## config.mk

```make
export PLATFORM = sky130hd
export DESIGN_NAME = fp_minmax
export DESIGN_NICKNAME = d
export VERILOG_FILES = /design/src/rtl/fpmm_pkg.sv /design/src/rtl/fpmm_classify.sv /design/src/rtl/fpmm_order.sv /design/src/rtl/fpmm_nan_merge.sv /design/src/rtl/fp_minmax.sv
export SDC_FILE = /design/constraint.sdc
export NUM_CORES = 1
export LEC_CHECK = 0
export BUFFER_PORTS_ARGS = -buffer_cell sky130_fd_sc_hd__buf_2
export CAP_MARGIN = 40
export CORE_ASPECT_RATIO = 0.75
export CORE_MARGIN = 4
export CORE_UTILIZATION = 40
export CTS_BUF_LIST = sky130_fd_sc_hd__clkbuf_8
export DETAILED_ROUTE_END_ITERATION = 10
export PLACE_DENSITY = 0.57
export SYNTH_ARGS = -nofsm -noshare
export SYNTH_HDL_FRONTEND = slang
export SYNTH_HIERARCHICAL = 1
export SYNTH_SLANG_ARGS = --single-unit
```

## constraint.sdc

```tcl
create_clock -name clk -period 10.66 [get_ports clk]
set_input_delay 2.665 -clock clk [delete_from_list [all_inputs] [get_ports clk]]
set_output_delay 2.665 -clock clk [all_outputs]
set_load 0.05 [all_outputs]
```

## src/rtl/fpmm_pkg.sv

```systemverilog
package fpmm_pkg;
  localparam int W      = 32;
  localparam int EXP_W  = 8;
  localparam int FRAC_W = 23;
  localparam int QBIT   = FRAC_W - 1;
  localparam int PAY_W  = FRAC_W - 1;

  function automatic logic exp_ones(input logic [W-1:0] x);
    return &x[W-2 -: EXP_W];
  endfunction

  // ordering key: unsigned compare of keys equals sign-magnitude order, -0 < +0
  function automatic logic [W-1:0] order_key(input logic [W-1:0] x);
    return x[W-1] ? ~x : {1'b1, x[W-2:0]};
  endfunction

  function automatic logic [PAY_W-1:0] merge_pay(input logic [PAY_W-1:0] p,
                                                 input logic [PAY_W-1:0] q,
                                                 input logic take_max);
    if (take_max) return (p > q) ? p : q;
    return p | q;
  endfunction
endpackage

```

## src/rtl/fpmm_classify.sv

```systemverilog
module fpmm_classify
  import fpmm_pkg::*;
(
  input  logic [W-1:0] x,
  output logic         is_nan,
  output logic         is_snan,
  output logic [W-1:0] quiet_x
);
  always_comb begin
    is_nan  = exp_ones(x) && (x[FRAC_W-1:0] != '0);
    is_snan = is_nan && !x[QBIT];
    quiet_x = x;
    quiet_x[QBIT] = 1'b1;
  end
endmodule

```

## src/rtl/fpmm_order.sv

```systemverilog
module fpmm_order
  import fpmm_pkg::*;
(
  input  logic [W-1:0] a,
  input  logic [W-1:0] b,
  input  logic         sel_max,
  output logic [W-1:0] pick
);
  logic a_below_b;
  always_comb begin
    a_below_b = order_key(a) < order_key(b);
    if (sel_max) pick = a_below_b ? b : a;
    else         pick = a_below_b ? a : b;
  end
endmodule

```

## src/rtl/fpmm_nan_merge.sv

```systemverilog
module fpmm_nan_merge
  import fpmm_pkg::*;
#(
  parameter bit MERGE_MAX = 1'b0
) (
  input  logic [W-1:0] a,
  input  logic [W-1:0] b,
  output logic [W-1:0] merged
);
  always_comb begin
    merged[W-1]           = a[W-1] | b[W-1];
    merged[W-2 -: EXP_W]  = '1;
    merged[QBIT]          = 1'b1;
    merged[PAY_W-1:0]     = merge_pay(a[PAY_W-1:0], b[PAY_W-1:0], MERGE_MAX);
  end
endmodule

```

## src/rtl/fp_minmax.sv

```systemverilog
module fp_minmax
  import fpmm_pkg::*;
#(
  parameter bit MERGE_MAX = 1'b0
) (
  input  logic          clk,
  input  logic          rst_n,
  input  logic          in_valid,
  input  logic [W-1:0]  op_a,
  input  logic [W-1:0]  op_b,
  input  logic          sel_max,
  input  logic          num_mode,
  output logic          out_valid,
  output logic [W-1:0]  result,
  output logic          invalid
);
  localparam int NOPS = 2;

  logic [W-1:0] ops     [NOPS];
  logic [W-1:0] quiet   [NOPS];
  logic         nan_v   [NOPS];
  logic         snan_v  [NOPS];

  assign ops[0] = op_a;
  assign ops[1] = op_b;

  for (genvar i = 0; i < NOPS; i++) begin : g_cls
    fpmm_classify u_cls (
      .x       (ops[i]),
      .is_nan  (nan_v[i]),
      .is_snan (snan_v[i]),
      .quiet_x (quiet[i])
    );
  end

  logic [W-1:0] numeric_pick, nan_merged, next_result;
  logic         any_snan;

  fpmm_order u_order (
    .a       (op_a),
    .b       (op_b),
    .sel_max (sel_max),
    .pick    (numeric_pick)
  );

  fpmm_nan_merge #(.MERGE_MAX(MERGE_MAX)) u_merge (
    .a      (op_a),
    .b      (op_b),
    .merged (nan_merged)
  );

  always_comb begin
    any_snan = snan_v[0] | snan_v[1];
    unique case ({nan_v[0], nan_v[1]})
      2'b11:   next_result = nan_merged;
      2'b10:   next_result = num_mode ? op_b : quiet[0];
      2'b01:   next_result = num_mode ? op_a : quiet[1];
      default: next_result = numeric_pick;
    endcase
  end

  always_ff @(posedge clk) begin
    if (!rst_n) begin
      out_valid <= 1'b0;
      result    <= '0;
      invalid   <= 1'b0;
    end else begin
      out_valid <= in_valid;
      if (in_valid) begin
        result  <= next_result;
        invalid <= any_snan;
      end
    end
  end
endmodule

```

==> results of run 1 <==
-- cells in the mapped netlist, types with 3 or more instances --
master	n
buf_4	78
a21o_1	3
o31a_1	19
o2111ai_1	14
a21oi_1	63
nor4_1	6
nor3_1	17
nor2_1	3
dfxtp_1	34
a22o_1	18
o211a_1	14
nor2b_1	19
clkbuf_1	11
nand2_1	52
xnor2_1	31
mux2_2	10
mux2i_1	46
buf_2	24
buf_6	6
or4_4	4
a211oi_1	4
nand4_1	10
nand3_1	18
nand2b_1	14
inv_1	3
buf_1	3
mux2_4	30
o21ai_0	33
mux2_1	10
or2_1	23
ha_1	31
xor2_1	31
conb_1	3
-- power groups by stage --
stage | combinational [W] | sequential [W] | clock (W)
finish | 0.000277 | 0.000144 | 0.000103
global route | 0.000302 | 0.000145 | 0.000112
CTS | 0.000276 | 0.000144 | 0.000107
detailed placement | 0.000275 | 0.000147 | 0
global placement | 0.000265 | 0.000147 | 0
floorplan | 0.000187 | 0.000182 | 0
-- metal layers --
layer  global-route usage (%)  wire, um  vias up
met5                        0         7        -
met4                     3.17        66        2
met3                     3.64       778        8
met2                     30.9      7640      122
met1                     27.2      8140     2514
li1                         -         -     2496
-- sequential cells by signal, indices dropped and copies added (netlist names) --
signal and cells:
result 32, out_valid 1, invalid 1
-- worst reg2reg max path, cell delays in order, from the launching register on --
cell and delay (ps):
dfxtp_1 370, nor2b_1 200, o21ai_0 120, a21oi_1 150
-- per-stage QoR --
stage                     instance area [sq um]  cells
after floorplan                            5880    718
after global placement                     5810    894
after detailed placement                   5910    899
after CTS                                  5990    906
after global routing                       5990    906
final                                      5990    906
-- how the worst max path moves through the flow --
stage               slack (ps)          to      from  cells past startpoint
floorplan                 4680  result[10]  op_a[31]                     14
global placement          4340  result[31]  op_b[31]                     13
detailed placement        4350  result[31]  op_b[31]                     14
CTS                       4670  result[30]  op_b[31]                     14
global route              4440  result[19]  op_a[31]                     14
finish                    4640  result[30]  op_a[31]                     14
-- layout make-up --
cell class | instances | area share (%)
clock buffer | 5 | 1.15
clock inverter | 2 | 0.125
inverter | 3 | 0.188
multi-input combinational | 555 | 72.2
sequential | 34 | 11.4
tap | 195 | 4.08
timing repair buffer | 112 | 10.9
-- cells by family (layout without fill, tap and decap cells) --
logic type / count (synthesis) / after routing / synth area share [%]
and+or+nand+nor: 175 / 175 / 16.2
adders and majority gates: 31 / 31 / 6.63
other: 3 / 11 / 0.192
muxes: 96 / 96 / 19.4
xor gates and xnor gates: 62 / 62 / 9.28
AOI/OAI and AO/OA: 180 / 180 / 21.2
buffers and inverters: 129 / 122 / 15.5
DFF: 34 / 34 / 11.6
==> out/results.ini, run 1 <==
[yosys]
yosys-top-cells-area = dfxtp_1 12%, buf_4 10%, mux2i_1 7.9%
synth_edf_count = 0
yosysUniqueCellTypes = 52
synth_seq_cells = 34
seq_area_frac_synth_pct = 11.6
ys_async_sr_fraction_pct = 0
synth_area_sq_mm = 0.00585
synthCells = 710
yosys_warnings = 6
synth_ff_type = dfxtp_1
synth_area_leader_cell = dfxtp_1
synth_top_area_share_pct = 11.6
synth_area_per_cell_sq_um = 8.24

[detailed_routing]
num_vias = 5142
viasPerCell = 5.68
ant_nets = 0
drt-initial-drc-count = 310
drc_errors = 0
dr.pass1.iters = 4
drt_wl_total_mm = 16.6
wl_per_cell_um = 18.4

[worst_hold_path]
hold_end = invalid
min-delay-start = invalid
hold_depth = 2
hold_class = reg2reg

[power_and_ir_drop]
combPwrFrac_pct = 52.9
internal-power_w = 0.000298
pwr-share-clk_pct = 19.6
fin_total_pwr_w = 0.000524
power_density_mw_per_mm2 = 87.5
sw_frac_of_total_pct = 43.0
switching_power_w = 0.000225
peakVddDrop_uv = 44.0
pwr-share-seq_pct = 27.5
total_leakage_power_nw = 2.65

[timing]
fin_crit_ps = 6020
worst_pin_slew_ps = 936
max_freq_ghz = 0.166
hold_viol_final = 0
skew_ps = 0
rsz0062_at_grt = false
fin_crit_sh_pct = 56.5
slew_viol_final = 0
setup_violations = 0
fin_ws_ps = 4640
finalSetupTns_ps = 0
holdWs_ps = 555
slew-limit-headroom_pct = 37.6

[final_layout]
seq_area_sq_um = 681
multi_input_area_sq_mm = 0.00432
final_common_cell = buf_2
insertedDiodeCount = 0
finish.net_count = 811
area_growth_pct = 2.33
fin_util_pct = 42.7
drive_above_1_share_pct = 24.1
n_fill_cell = 1408
mostFrequentLayoutCells = 101 x buf_2, 63 x a21oi_1, 52 x nand2_1

[floorplanning]
die-width_um = 148
die_h_um = 113
start_util_pct = 41.7
io_pins = 103
die-area_sq_mm = 0.0166
rows = 37
fp.coreArea_sq_mm = 0.0140

[setup_path]
end_kind = flip-flop
path_max_fanout = 20
reg2regPathDepth = 3
startpoint_type = input port
cp_cell_sequence = buf_2 -> buf_16 -> xor2_1 -> ha_1 -> a211oi_1 -> o211ai_1 -> o221a_2 -> o31a_1 -> a211oi_4 -> buf_4 -> mux2_4 -> o31a_1 -> o21ai_0 -> a21oi_1
crit_family = compound AO/OA/AOI/OAI gates
r2r_slack_ps = 9760
cp_common_cell = o31a_1
required_ps = 10850
cp_num_buf_inv = 3
rr_startpoint = result[19]
critPathKind = in2reg
max_stage_delay_ps = 450
slowest_stage = buf_2
r2r_end = result[19]
critPathArrivalTime_ps = 6210

[placement]
dp_slack_ps = 4350
place_congestion = 0.805
io_buffer_count = 102
hpwl_mm = 11.7

[clock_tree]
cts_resized = 0
cts_setup_buffers = 0
cts_buffers = 5
cts-hold-fix-buffers = 0
clock_path_buffers = 2
htree_levels = 2
clkSlewWorstSetupHoldPaths_ps = 80
root_buffer = clkbuf_8
cts_sinks = 34
cts_tree = yes
clk_latency_ps = 300

[grt]
antenna_found_initial = 1
grt_usage_pct = 19.2
grt-ovfl-total = 0
grt_pass1_wl_mm = 26.6
grt_max_degree = 91
grt_pass1_vias = 5054

[outcome]
status = completed

[job]
cap_violations = 0

(Power assumes the default switching activity.)
==> inputs of run 2 (changes only) <==
clock period = 6.3 ns   (was 10.66 ns; I/O delays follow)
==> out/results.ini, run 2 (same netlist as run 1, synthesis figures left out) <==
[placement]
dp_slack_ps = 1100
io_buffer_count = 102
hpwl_mm = 11.7
dp.cells = 901
place_congestion = 0.807

[floorplanning]
start_util_pct = 41.7
io_pins = 103
fp.coreArea_sq_mm = 0.0140
die-area_sq_mm = 0.0166
die_h_um = 113
die-width_um = 148
rows = 37

[timing]
max_freq_ghz = 0.203
fin_crit_ps = 4920
slew-limit-headroom_pct = 47.5
rsz0062_at_grt = false
fin_crit_sh_pct = 78.1
worst_pin_slew_ps = 787
skew_ps = 0
setup_violations = 0
finalSetupTns_ps = 0
slew_viol_final = 0
fin_ws_ps = 1380
hold_viol_final = 0

[setup_path]
startpoint_type = input port
end_kind = flip-flop
critPathKind = in2reg
required_ps = 6500
critPathArrivalTime_ps = 5120
path_max_fanout = 24

[detailed_routing]
drc_errors = 0
dr.pass1.iters = 5
drt_wl_total_mm = 16.5
ant_nets = 0
wl_per_cell_um = 18.2
num_vias = 5123
drt-initial-drc-count = 318
viasPerCell = 5.64

[grt]
antenna_found_initial = 2
grt-ovfl-total = 0
grt_usage_pct = 19.3
grt_pass1_vias = 5141
grt_pass1_wl_mm = 26.8
grt_max_degree = 82

[clock_tree]
clkSlewWorstSetupHoldPaths_ps = 80
cts-hold-fix-buffers = 0
clock_path_buffers = 2
cts_setup_buffers = 0
clk_latency_ps = 290
htree_levels = 2
cts_sinks = 34
cts_tree = yes
cts_resized = 0
cts_buffers = 5
root_buffer = clkbuf_8

[power_and_ir_drop]
total_leakage_power_nw = 2.65
power_density_mw_per_mm2 = 148
peakVddDrop_uv = 107
fin_total_pwr_w = 0.000881

[final_layout]
final_cells = 908
top_regs = result: 32 flops, invalid: 1 flops, out_valid: 1 flops
area_growth_pct = 1.92
mostFrequentLayoutCells = 101 x buf_2, 63 x a21oi_1, 52 x nand2_1
largest_reg_flops = 32
regMostFlops = result
finish.net_count = 813
final_common_cell = buf_2
drive_above_1_share_pct = 24.1
insertedDiodeCount = 0

[outcome]
status = completed

[job]
cap_violations = 0

[worst_hold_path]
hold_class = reg2reg

## run 2: power breakdown
part	total, W	internal (W)	switching, W	leakage (nW)
combinational	0.000466	0.000197	0.000270	2.32
clock	0.000171	0.0000734	0.0000976	0.0466
sequential	0.000243	0.000233	0.0000107	0.281
## run 2: per-stage QoR
step	instance area (sq um)	hold WS [ps]	util (%)
5_1_grt	5960	585	42.5
6_report	5960	535	42.5
3_5_place_dp	5890	518	42.0
2_1_floorplan	5880	750	-
4_1_cts	5960	539	42.5
3_3_place_gp	5840	525	41.7
## run 2: critical path, stage by stage
cell and delay, ps:
buf_2 540, buf_4 340, xor2_1 180, ha_1 270, a21o_1 170, a21oi_1 160
o221ai_1 180, a2111oi_2 520, a211oi_4 120, buf_4 280, mux2_4 330, o31a_1 230
o21ai_0 150, a21oi_1 50
## run 2: cell type report
| cell class | instances | area [sq um] |
|---|---|---|
| repair buffers | 114 | 631 |
| multi-input cells | 555 | 4320 |
| clock inverters | 2 | 7.51 |
| well taps | 195 | 244 |
| fillers | 1428 | 8060 |
| clock buffers | 5 | 68.8 |
| inverters | 3 | 11.3 |
| flip-flops and latches | 34 | 681 |
## run 2: routing by layer
| metal | GRT usage [%] | share of wire [%] |
|---|---|---|
| met1 | 26.1 | 47 |
| met5 | 0 | 0.13 |
| met2 | 32.7 | 47 |
| met4 | 2.67 | 0.54 |
| met3 | 3.72 | 5.1 |
## run 2: worst paths after layout
path,slack (ps),start,to,cells after the start
max,1380,op_a[31],result[22],14
min,530,invalid,invalid,2
max reg2reg,5400,result[15],result[15],3
min reg2reg,530,invalid,invalid,2
==> inputs of run 3 (changes only) <==
PLACE_DENSITY = 0.6   (was 0.57)
clock period = 4.02 ns   (was 6.3 ns; I/O delays follow)
==> out/results.ini, run 3 (same netlist as run 1, synthesis figures left out) <==
[outcome]
status = completed

[grt]
grt-ovfl-total = 0
antenna_found_initial = 2
grt_pass1_vias = 5248
grt_pass1_wl_mm = 27.0
grt_max_degree = 82
grt_usage_pct = 19.6

[setup_path]
startpoint_type = input port
end_kind = flip-flop
critPathKind = in2reg
path_max_fanout = 6
critPathArrivalTime_ps = 4110
required_ps = 4220

[clock_tree]
clk_latency_ps = 300
cts-hold-fix-buffers = 0
cts_buffers = 5
cts_sinks = 34
htree_levels = 2
clkSlewWorstSetupHoldPaths_ps = 90
cts_tree = yes
root_buffer = clkbuf_8
clock_path_buffers = 2

[final_layout]
mostFrequentLayoutCells = 101 x buf_2, 63 x a21oi_1, 52 x nand2_1
fin_util_pct = 45.2
n_fill_cell = 1388
top_regs = result: 32 flops, invalid: 1 flops, out_valid: 1 flops
final_common_cell = buf_2
area_growth_pct = 8.45
regMostFlops = result
finish.net_count = 847
largest_reg_flops = 32
drive_above_1_share_pct = 27.9

[floorplanning]
fp.coreArea_sq_mm = 0.0140
die-area_sq_mm = 0.0166
io_pins = 103
die-width_um = 148
die_h_um = 113
rows = 37
start_util_pct = 41.7

[timing]
slew-limit-headroom_pct = 46.1
skew_ps = 0
rsz0062_at_grt = false
max_freq_ghz = 0.255
fin_crit_sh_pct = 97.4
hold_viol_final = 0
holdWs_ps = 534
fin_crit_ps = 3920
worst_pin_slew_ps = 808
slew_viol_final = 0
setup_violations = 0

[detailed_routing]
drt-initial-drc-count = 328
dr.pass1.iters = 6
wl_per_cell_um = 18.2
drc_errors = 0
drt_wl_total_mm = 17.2
num_vias = 5289
ant_nets = 0
viasPerCell = 5.60

[placement]
io_buffer_count = 102
place_congestion = 0.838
hpwl_mm = 12.2

[power_and_ir_drop]
power_density_mw_per_mm2 = 237
peakVddDrop_uv = 129
fin_total_pwr_w = 0.00150
total_leakage_power_nw = 2.85

[job]
cap_violations = 0

[worst_hold_path]
hold_class = reg2reg

## run 3: layout make-up
type / count / area, sq um / area share [%]
diodes: 1 / 2.50 / 0.0394
clock buffers: 6 / 82.6 / 1.30
repair buffers: 148 / 976 / 15.4
clock inverters: 2 / 12.5 / 0.197
inverters: 3 / 11.3 / 0.177
flip-flops and latches: 34 / 681 / 10.7
well taps: 195 / 244 / 3.85
multi-input cells: 555 / 4340 / 68.3
## run 3: per-stage QoR
step	setup slack (ps)	instances	area (sq um)	TNS (ps)
floorplan	25.4	718	5900	0
global placement	-153	932	6160	-2060
detailed placement	-208	932	6160	-3140
CTS	122	940	6260	0
global route	9.90	944	6340	0
finish	105	944	6340	0
## run 3: final timing paths
check,startpoint,endpoint,slack [ps],cells after the start
max,op_a[31],result[16],100,15
min,invalid,invalid,530,2
max reg2reg,result[3],result[3],3110,3
min reg2reg,invalid,invalid,530,2
## run 3: what timing repair did
item	CTS	global route
gates resized for setup	0	4
setup buffers	0	1
setup endpoints to repair	0	10
## run 3: where the power goes
part | total [W] | leakage (nW) | internal (W) | switching, W
Clock | 0.000306 | 0.0472 | 0.000138 | 0.000167
Sequential | 0.000381 | 0.281 | 0.000365 | 0.0000166
Combinational | 0.000816 | 2.53 | 0.000367 | 0.000449
Total | 0.00150 | 2.85 | 0.000870 | 0.000632
## run 3: worst max-delay path, cell delays in order
cell and delay, ps:
buf_2 150, buf_12 150, xor2_1 160, ha_1 320
a211oi_2 230, o211ai_1 120, o221a_2 300, o31a_1 340
a211oi_4 220, buf_6 160, buf_12 150, mux2_4 300
o31a_1 240, o21ai_0 200, a21oi_1 80
## run 3: metal layers
layer  GRT usage, %  share of wire [%]  vias to the layer above
met1           27.2                 48                     2554
met4           3.97                1.1                        2
li1               -                  -                     2571
met3           3.28                5.4                       17
met2           32.1                 45                      145
met5              0              0.075                        -
